--- config.mk ---
export PLATFORM = sky130hd
export DESIGN_NAME = single_wire_monitor
export DESIGN_NICKNAME = d
export VERILOG_FILES = /design/src/rtl/swm_pkg.sv /design/src/rtl/swm_sync.sv /design/src/rtl/swm_timer.sv /design/src/rtl/swm_cmd_track.sv /design/src/rtl/single_wire_monitor.sv
export SDC_FILE = /design/constraint.sdc
export NUM_CORES = 1
export LEC_CHECK = 0
export BUFFER_PORTS_ARGS = -buffer_cell sky130_fd_sc_hd__buf_2
export CAP_MARGIN = 20
export CELL_PAD_IN_SITES_DETAIL_PLACEMENT = 1
export CELL_PAD_IN_SITES_GLOBAL_PLACEMENT = 2
export CORE_UTILIZATION = 40
export CTS_CLUSTER_DIAMETER = 100
export CTS_CLUSTER_SIZE = 25
export DETAILED_ROUTE_END_ITERATION = 8
export PLACE_DENSITY = 0.87
export SLEW_MARGIN = 20
export SYNTH_ARGS = -nofsm -noshare
export SYNTH_HDL_FRONTEND = slang
export SYNTH_HIERARCHICAL = 1
export SYNTH_SLANG_ARGS = --single-unit
--- constraint.sdc ---
create_clock -name clk -period 3.74 [get_ports clk]
set_input_delay 0.748 -clock clk [delete_from_list [all_inputs] [get_ports clk]]
set_output_delay 0.748 -clock clk [all_outputs]
set_load 0.05 [all_outputs]
--- src/rtl/swm_pkg.sv ---
package swm_pkg;

    typedef enum logic [2:0] {
        ST_IDLE  = 3'd0,
        ST_SLOT  = 3'd1,
        ST_RISE  = 3'd2,
        ST_PRES  = 3'd3,
        ST_RECOV = 3'd4
    } swm_state_e;

    typedef enum logic {
        EV_BIT   = 1'b0,
        EV_RESET = 1'b1
    } swm_kind_e;

endpackage

--- src/rtl/swm_sync.sv ---
module swm_sync #(
    parameter int STAGES = 2
) (
    input  logic clk,
    input  logic rst_n,
    input  logic async_i,
    output logic sync_o
);
    logic [STAGES-1:0] sr_q;

    generate
        if (STAGES == 1) begin : g_single
            always_ff @(posedge clk or negedge rst_n) begin
                if (!rst_n) sr_q <= '1;
                else        sr_q <= async_i;
            end
        end else begin : g_chain
            always_ff @(posedge clk or negedge rst_n) begin
                if (!rst_n) sr_q <= '1;
                else        sr_q <= {sr_q[STAGES-2:0], async_i};
            end
        end
    endgenerate

    assign sync_o = sr_q[STAGES-1];
endmodule

--- src/rtl/swm_timer.sv ---
module swm_timer #(
    parameter int CNT_W = 12
) (
    input  logic             clk,
    input  logic             rst_n,
    input  logic             load_i,
    input  logic [CNT_W-1:0] load_val_i,
    output logic [CNT_W-1:0] cnt_o
);
    localparam logic [CNT_W-1:0] CNT_MAX = '1;

    logic [CNT_W-1:0] cnt_q;

    always_ff @(posedge clk or negedge rst_n) begin
        if (!rst_n) begin
            cnt_q <= '0;
        end else if (load_i) begin
            cnt_q <= load_val_i;
        end else if (cnt_q != CNT_MAX) begin
            cnt_q <= cnt_q + 1'b1;
        end
    end

    assign cnt_o = cnt_q;
endmodule

--- src/rtl/swm_cmd_track.sv ---
module swm_cmd_track #(
    parameter int          CMD_W     = 8,
    parameter logic [7:0]  OD_CODE_A = 8'h3C,
    parameter logic [7:0]  OD_CODE_B = 8'h69
) (
    input  logic clk,
    input  logic rst_n,
    input  logic clr_i,
    input  logic bit_stb_i,
    input  logic bit_i,
    output logic od_o
);
    localparam int PTR_W = $clog2(CMD_W);
    localparam int IDX_W = $clog2(CMD_W + 1);
    localparam logic [IDX_W-1:0] IDX_FULL = IDX_W'(CMD_W);
    localparam logic [IDX_W-1:0] IDX_LAST = IDX_W'(CMD_W - 1);

    logic [CMD_W-1:0] cmd_q;
    logic [CMD_W-1:0] cmd_next;
    logic [IDX_W-1:0] cnt_q;
    logic             od_q;
    logic             code_hit;

    always_comb begin
        cmd_next = cmd_q;
        if (cnt_q < IDX_FULL) begin
            cmd_next[cnt_q[PTR_W-1:0]] = bit_i;
        end
        code_hit = (cmd_next == CMD_W'(OD_CODE_A)) || (cmd_next == CMD_W'(OD_CODE_B));
    end

    always_ff @(posedge clk or negedge rst_n) begin
        if (!rst_n) begin
            cmd_q <= '0;
            cnt_q <= '0;
            od_q  <= 1'b0;
        end else if (clr_i) begin
            cmd_q <= '0;
            cnt_q <= '0;
            od_q  <= 1'b0;
        end else if (bit_stb_i && (cnt_q < IDX_FULL)) begin
            cmd_q <= cmd_next;
            cnt_q <= cnt_q + 1'b1;
            if ((cnt_q == IDX_LAST) && code_hit) begin
                od_q <= 1'b1;
            end
        end
    end

    assign od_o = od_q;

    AST_OD_AFTER_FULL_BYTE: assert property (@(posedge clk) disable iff (!rst_n)
        $rose(od_q) |-> (cnt_q == IDX_FULL));
    AST_CMD_COUNT_BOUNDED: assert property (@(posedge clk) disable iff (!rst_n)
        cnt_q <= IDX_FULL);
    AST_CLEAR_DROPS_OD: assert property (@(posedge clk) disable iff (!rst_n)
        clr_i |=> (!od_q && cnt_q == '0));
endmodule

--- src/rtl/single_wire_monitor.sv ---
module single_wire_monitor #(
    parameter int CNT_W      = 12,
    parameter int SYNC_STAGES = 2,
    parameter int STD_SLOT   = 60,
    parameter int STD_SAMPLE = 15,
    parameter int STD_RESET  = 480,
    parameter int STD_PRES   = 70,
    parameter int STD_RECOV  = 410,
    parameter int OD_SLOT    = 8,
    parameter int OD_SAMPLE  = 2,
    parameter int OD_RESET   = 48,
    parameter int OD_PRES    = 8,
    parameter int OD_RECOV   = 40
) (
    input  logic clk,
    input  logic rst_n,
    input  logic line_i,
    output logic ev_valid_o,
    output logic ev_kind_o,
    output logic ev_bit_o,
    output logic ev_present_o,
    output logic ev_od_o
);
    import swm_pkg::*;

    localparam logic [CNT_W-1:0] ONE_C      = CNT_W'(1);
    localparam logic [CNT_W-1:0] STD_RST_C  = CNT_W'(STD_RESET);
    localparam logic [CNT_W-1:0] OD_RST_C   = CNT_W'(OD_RESET);
    localparam logic [CNT_W-1:0] LONG_MARK  = CNT_W'(STD_RESET + 1);

    swm_state_e       st_q, st_d;
    logic             line_s;
    logic [CNT_W-1:0] t_cnt;
    logic             t_load;
    logic [CNT_W-1:0] t_val;
    logic             od;
    logic             emit_bit, emit_rst, rst_std, take_sample, take_pres;
    logic             bit_q, pres_q;
    logic [CNT_W-1:0] slot_c, sample_c, pres_c, recov_c;

    swm_sync #(.STAGES(SYNC_STAGES)) u_sync (
        .clk     (clk),
        .rst_n   (rst_n),
        .async_i (line_i),
        .sync_o  (line_s)
    );

    swm_timer #(.CNT_W(CNT_W)) u_timer (
        .clk        (clk),
        .rst_n      (rst_n),
        .load_i     (t_load),
        .load_val_i (t_val),
        .cnt_o      (t_cnt)
    );

    swm_cmd_track u_cmd (
        .clk       (clk),
        .rst_n     (rst_n),
        .clr_i     (rst_std),
        .bit_stb_i (emit_bit),
        .bit_i     (bit_q),
        .od_o      (od)
    );

    // Speed-dependent counts
    assign slot_c   = od ? CNT_W'(OD_SLOT)   : CNT_W'(STD_SLOT);
    assign sample_c = od ? CNT_W'(OD_SAMPLE) : CNT_W'(STD_SAMPLE);
    assign pres_c   = od ? CNT_W'(OD_PRES)   : CNT_W'(STD_PRES);
    assign recov_c  = od ? CNT_W'(OD_RECOV)  : CNT_W'(STD_RECOV);

    // State register
    always_ff @(posedge clk or negedge rst_n) begin
        if (!rst_n) st_q <= ST_IDLE;
        else        st_q <= st_d;
    end

    // Transitions and strobes
    always_comb begin
        st_d        = st_q;
        t_load      = 1'b0;
        t_val       = '0;
        emit_bit    = 1'b0;
        emit_rst    = 1'b0;
        rst_std     = 1'b0;
        take_sample = 1'b0;
        take_pres   = 1'b0;
        unique case (st_q)
            ST_IDLE: begin
                if (!line_s) begin
                    st_d   = ST_SLOT;
                    t_load = 1'b1;
                    t_val  = ONE_C;
                end
            end
            ST_SLOT: begin
                if (t_cnt == sample_c) take_sample = 1'b1;
                if (t_cnt == slot_c) begin
                    if (line_s) begin
                        emit_bit = 1'b1;
                        st_d     = ST_IDLE;
                    end else begin
                        st_d = ST_RISE;
                    end
                end
            end
            ST_RISE: begin
                if (line_s) begin
                    if (t_cnt > STD_RST_C) begin
                        rst_std = 1'b1;
                        st_d    = ST_PRES;
                        t_load  = 1'b1;
                        t_val   = ONE_C;
                    end else if (od && (t_cnt > OD_RST_C)) begin
                        st_d   = ST_PRES;
                        t_load = 1'b1;
                        t_val  = ONE_C;
                    end else begin
                        st_d = ST_IDLE;
                    end
                end
            end
            ST_PRES: begin
                if (t_cnt == pres_c) begin
                    take_pres = 1'b1;
                    st_d      = ST_RECOV;
                end
            end
            ST_RECOV: begin
                if (t_cnt == recov_c) begin
                    if (line_s) begin
                        emit_rst = 1'b1;
                        st_d     = ST_IDLE;
                    end else begin
                        st_d   = ST_RISE;
                        t_load = 1'b1;
                        t_val  = LONG_MARK;
                    end
                end
            end
            default: st_d = ST_IDLE;
        endcase
    end

    // Outputs and sample latches
    always_ff @(posedge clk or negedge rst_n) begin
        if (!rst_n) begin
            bit_q        <= 1'b0;
            pres_q       <= 1'b0;
            ev_valid_o   <= 1'b0;
            ev_kind_o    <= EV_BIT;
            ev_bit_o     <= 1'b0;
            ev_present_o <= 1'b0;
            ev_od_o      <= 1'b0;
        end else begin
            if (take_sample) bit_q  <= line_s;
            if (take_pres)   pres_q <= !line_s;
            ev_valid_o   <= emit_bit | emit_rst;
            ev_kind_o    <= emit_rst ? EV_RESET : EV_BIT;
            ev_bit_o     <= emit_bit & bit_q;
            ev_present_o <= emit_rst & pres_q;
            ev_od_o      <= od;
        end
    end

    AST_EVENT_AFTER_DECISION: assert property (@(posedge clk) disable iff (!rst_n)
        ev_valid_o |-> ($past(st_q) == ST_SLOT || $past(st_q) == ST_RECOV));
    AST_EVENT_LINE_HIGH: assert property (@(posedge clk) disable iff (!rst_n)
        ev_valid_o |-> $past(line_s));
    AST_SINGLE_PULSE: assert property (@(posedge clk) disable iff (!rst_n)
        ev_valid_o |=> !ev_valid_o);
    AST_STD_RESET_OD_OFF: assert property (@(posedge clk) disable iff (!rst_n)
        rst_std |=> !od);
    AST_SHORT_LOW_IDLE: assert property (@(posedge clk) disable iff (!rst_n)
        (st_q == ST_RISE && line_s && !od && t_cnt <= STD_RST_C) |=> (st_q == ST_IDLE));
endmodule

==> results by stage <==
Drt:
- The final layout contains routed wiring with a total length of 5380 um.
- The first TritonRoute pass finished after 4 iterations.
- In the final routed layout, each cell accounts on average for 16.7 um.
- The number of routed nets with antenna violations is 0.
- The per-cell via count in the routed design is 5.64.
- After detailed routing, the number of remaining DRC violations is 0.
- For this block, the initial DRC count from the detailed router was 51.
- Detailed routing inserted a total of 1817 vias.

Timing:
- On the final layout, the worst hold slack is 367 ps.
- Setup repair after global routing left no endpoint under its margin.
- The worst setup skew after layout is 12.6 ps.
- The max-slew violation total from the final report came to 0.
- The hold violation total from the final report came to 0.
- The maximum clock rate is 0.324 GHz.
- The relative max-transition margin is 44.0%.
- The final critical-path share of the clock period is 82.6%.
- Adding up every negative setup slack in the final design gives 0 ps.
- The total of endpoints with negative setup slack in the final report is 0.
- The transition time at the pin with the least slew margin is 840 ps.
- For the finished layout, the period the worst path requires is 3090 ps.

Setup path:
- Traced cell by cell, the critical path runs through or4_1 -> a311oi_1 -> o221ai_1 -> nand4_1 -> a21oi_2 -> nand2b_1 -> or4_4 -> and3_1 -> o31ai_2.
- The slowest library cell on the worst path is sky130_fd_sc_hd__or4_4.
- Broken down by cell family, the worst path's largest delay share belongs to simple AND/OR/NAND/NOR gates.
- Along the worst path, the maximum fanout reaches 13.
- The worst setup path is captured at a register.
- The worst register-to-register path ends at u_timer/cnt_o[5].
- The endpoint arrival time on the critical path is 3290 ps.
- The reg-to-reg setup timing slack is 650 ps.
- In this design, the stage delay of the slowest critical-path cell is 580 ps.
- In this run the critical register-to-register path is launched from u_timer/cnt_o[0].
- STA classifies the critical path startpoint as a register.
- The type of the setup path with the least slack is register to register.
- The number of cells on the worst reg-to-reg path is 9.
- STA puts the critical path data required time at 3940 ps.
- The count of buffering cells on the critical path with inverters included is 0.

Worst hold path:
- For hold timing, the worst endpoint is u_sync/sr_q[1].
- The number of instances on the worst hold path is 0.
- The worst hold path begins at u_sync/sr_q[0].
- The tightest min-delay check is of the register to register type.

Cells and area:
- The library cells used most frequently in the layout, excluding fill and tap cells, are sky130_fd_sc_hd__dfrtp_1, sky130_fd_sc_hd__nor2_1, sky130_fd_sc_hd__nand2_1, sky130_fd_sc_hd__mux2i_1.
- 0 antenna diodes ended up in the layout.
- After the last flow step, the layout net total stands at 254.
- The layout has 632 filler cells.
- For this run, the number of standard cells in the final layout without fillers is 322.
- The finished layout cell area is 2490 um2.
- The area growth from synthesis to final layout is 9.22%.
- The share of final-layout standard cells stronger than drive strength 1 is 14.8%.
- The most frequent standard cell in the layout excluding fill and tap cells is sky130_fd_sc_hd__dfrtp_1.
- Cells fill 45.2% of the core in the end.

GRT:
- The total overflow reported by the global router is 0.
- The number of global-route vias before repair is 1873.
- The overall routing resource usage is 20.0%.
- The maximum number of pins on one net before global-route repair is 38.
- The first-pass GRT wire length is 9450 um.
- The initial antenna violation count is 0.

Clocking:
- The clock tree from TritonCTS is built.
- The number of clock buffers added by TritonCTS is 5.
- The number of H-tree levels is 2.
- The number of buffers inserted to repair setup after CTS is 0.
- The root cell of the clock tree is sky130_fd_sc_hd__clkbuf_8.
- For this design, the CTS-stage hold fixing added 0 buffers.
- The clock input transition at the sequential cells of the worst setup and hold paths is 80 ps.
- Gates resized during post-CTS repair numbered 0.
- The clock sink total is 37.
- The maximum clock path buffer count is 2.
- The later pin in the worst-skew pair is clocked with a latency of 290 ps.

Floorplanning:
- The vertical die dimension is 77.5 um.
- The floorplan step set the die width to 77.5 um.
- The standard cell core area is 5510 um2.
- For this configuration, the core starts out at a cell density of 41.4%.
- The count of pins on the block boundary is 8.
- The floorplan has 27 rows.
- The die covers 6010 um2.

Power and ir drop:
- IR analysis of the VDD net gives a maximum drop of 389 uV.
- Summed over all cells, the static leakage comes to 1.00 nW.
- For this design the ratio of total power to cell area is 566 nW/um2.

Placed design:
- The half-perimeter wire length after detailed placement is 3680 um.
- After detailed placement, the total cell area comes to 2360 um2.
- The total instance count after detailed placement is 314.
- The count of input and output buffers is 7.
- The congestion estimate from routability-driven global placement came to 0.759.

Run:
- The tool flagged a number of max-cap violations equal to 0.

Synth:
- In this run, synthesis produced a sequential element count of 37.
- In the synthesized netlist the dominant register cell turns out to be sky130_fd_sc_hd__dfrtp_1.
- The number of enable-type register cells in the synthesized netlist is 0.
- The sequential cell area fraction in the yosys report is 40.7%.
- The mapped netlist covers 2280 um2.
- The Yosys step of the flow raised 6 warnings.
- The number of cells produced by synthesis is 240.
- Counting flops with an async set or reset pin after synthesis yields a share of 100%.
- In this run the mean area of a mapped cell was 9.50 um2.
- The number of different library cells in the post-synthesis netlist is 65.

Outcome:
- The flow ran to the end, and the final reports show no timing, DRC or antenna violations.
stage by stage:
step                      total power, mW  setup WS, ps
after floorplan                     0.884           846
after global placement              0.977           787
after detailed placement            0.997           692
after CTS                            1.42           646
after global routing                 1.50           462
final                                1.41           651
registers in the layout, indices dropped and copies added (netlist names):
| register | cells |
|---|---|
| u_timer/cnt_o | 12 |
| u_cmd/cmd_q | 8 |
| u_cmd/cnt_q | 4 |
| st_q | 3 |
| u_sync/sr_q | 2 |
| bit_q | 1 |
| ev_bit_o | 1 |
| ev_kind_o | 1 |
| ev_od_o | 1 |
| ev_present_o | 1 |
| ev_valid_o | 1 |
| pres_q | 1 |
| u_cmd/od_o | 1 |
cell type report:
class	count	area (um2)	share of cell area, %
Timing Repair Buffer	8	42.5	1.71
Multi-Input combinational cell	187	1260	50.5
Inverter	10	37.5	1.51
Sequential cell	37	928	37.3
Clock buffer	5	68.8	2.76
Clock inverter	3	65.1	2.61
Tap cell	72	90.1	3.62
worst max-delay path by stage:
| stage | startpoint | to | slack, ps | cells after the start |
|---|---|---|---|---|
| finish | u_timer/cnt_o[0] | u_timer/cnt_o[5] | 650 | 9 |
| global route | u_timer/cnt_o[0] | u_timer/cnt_o[5] | 460 | 9 |
| CTS | u_timer/cnt_o[0] | u_timer/cnt_o[5] | 650 | 9 |
| detailed placement | u_timer/cnt_o[0] | u_timer/cnt_o[5] | 690 | 9 |
| global placement | u_timer/cnt_o[1] | u_timer/cnt_o[5] | 790 | 9 |
| floorplan | u_timer/cnt_o[1] | u_timer/cnt_o[5] | 850 | 10 |
power breakdown:
group / switching (mW) / internal (mW)
clock: 0.151 / 0.265
sequential: 0.171 / 0.470
combinational: 0.190 / 0.163
cells by family (layout without fill, tap and decap cells):
| family | Yosys count | after routing | share of synthesized area [%] |
|---|---|---|---|
| AOI/OAI and AO/OA | 44 | 44 | 13.2 |
| xor gates and xnor gates | 5 | 5 | 1.92 |
| adders and majority gates | 2 | 2 | 1.10 |
| buffers and inverters | 22 | 26 | 5.27 |
| DFF | 37 | 37 | 40.7 |
| muxes | 15 | 15 | 6.86 |
| other | 1 | 7 | 0.164 |
| and+or+nand+nor | 114 | 114 | 30.8 |
cells in the mapped netlist, types with 3 or more instances:
| library cell | count | share of area, % |
|---|---|---|
| sky130_fd_sc_hd__o311ai_0 | 3 | 1.2 |
| sky130_fd_sc_hd__clkbuf_1 | 5 | 0.82 |
| sky130_fd_sc_hd__nand2_1 | 15 | 2.5 |
| sky130_fd_sc_hd__xnor2_1 | 4 | 1.5 |
| sky130_fd_sc_hd__nand4_1 | 9 | 2.5 |
| sky130_fd_sc_hd__a21oi_1 | 12 | 2.6 |
| sky130_fd_sc_hd__a211oi_1 | 3 | 0.99 |
| sky130_fd_sc_hd__nor2_1 | 25 | 4.1 |
| sky130_fd_sc_hd__nor4_1 | 4 | 1.1 |
| sky130_fd_sc_hd__o21ai_0 | 9 | 2.0 |
| sky130_fd_sc_hd__nor2b_1 | 6 | 1.6 |
| sky130_fd_sc_hd__nor3_1 | 11 | 2.4 |
| sky130_fd_sc_hd__a31oi_1 | 3 | 0.82 |
| sky130_fd_sc_hd__and3_1 | 5 | 1.4 |
| sky130_fd_sc_hd__inv_1 | 10 | 1.6 |
| sky130_fd_sc_hd__mux2i_1 | 12 | 5.3 |
| sky130_fd_sc_hd__or3_1 | 3 | 0.82 |
| sky130_fd_sc_hd__dfrtp_1 | 35 | 38 |
| sky130_fd_sc_hd__nand3_1 | 5 | 1.1 |
routing by layer:
layer	vias up	global-route usage [%]	share of wire [%]
met4	0	7.36	1.3
met1	900	27.8	50
met2	18	31.6	46
li1	894	-	-
met3	5	2.82	2.6
met5	-	0	0
No activity file was read; power rests on OpenSTA's default activity.
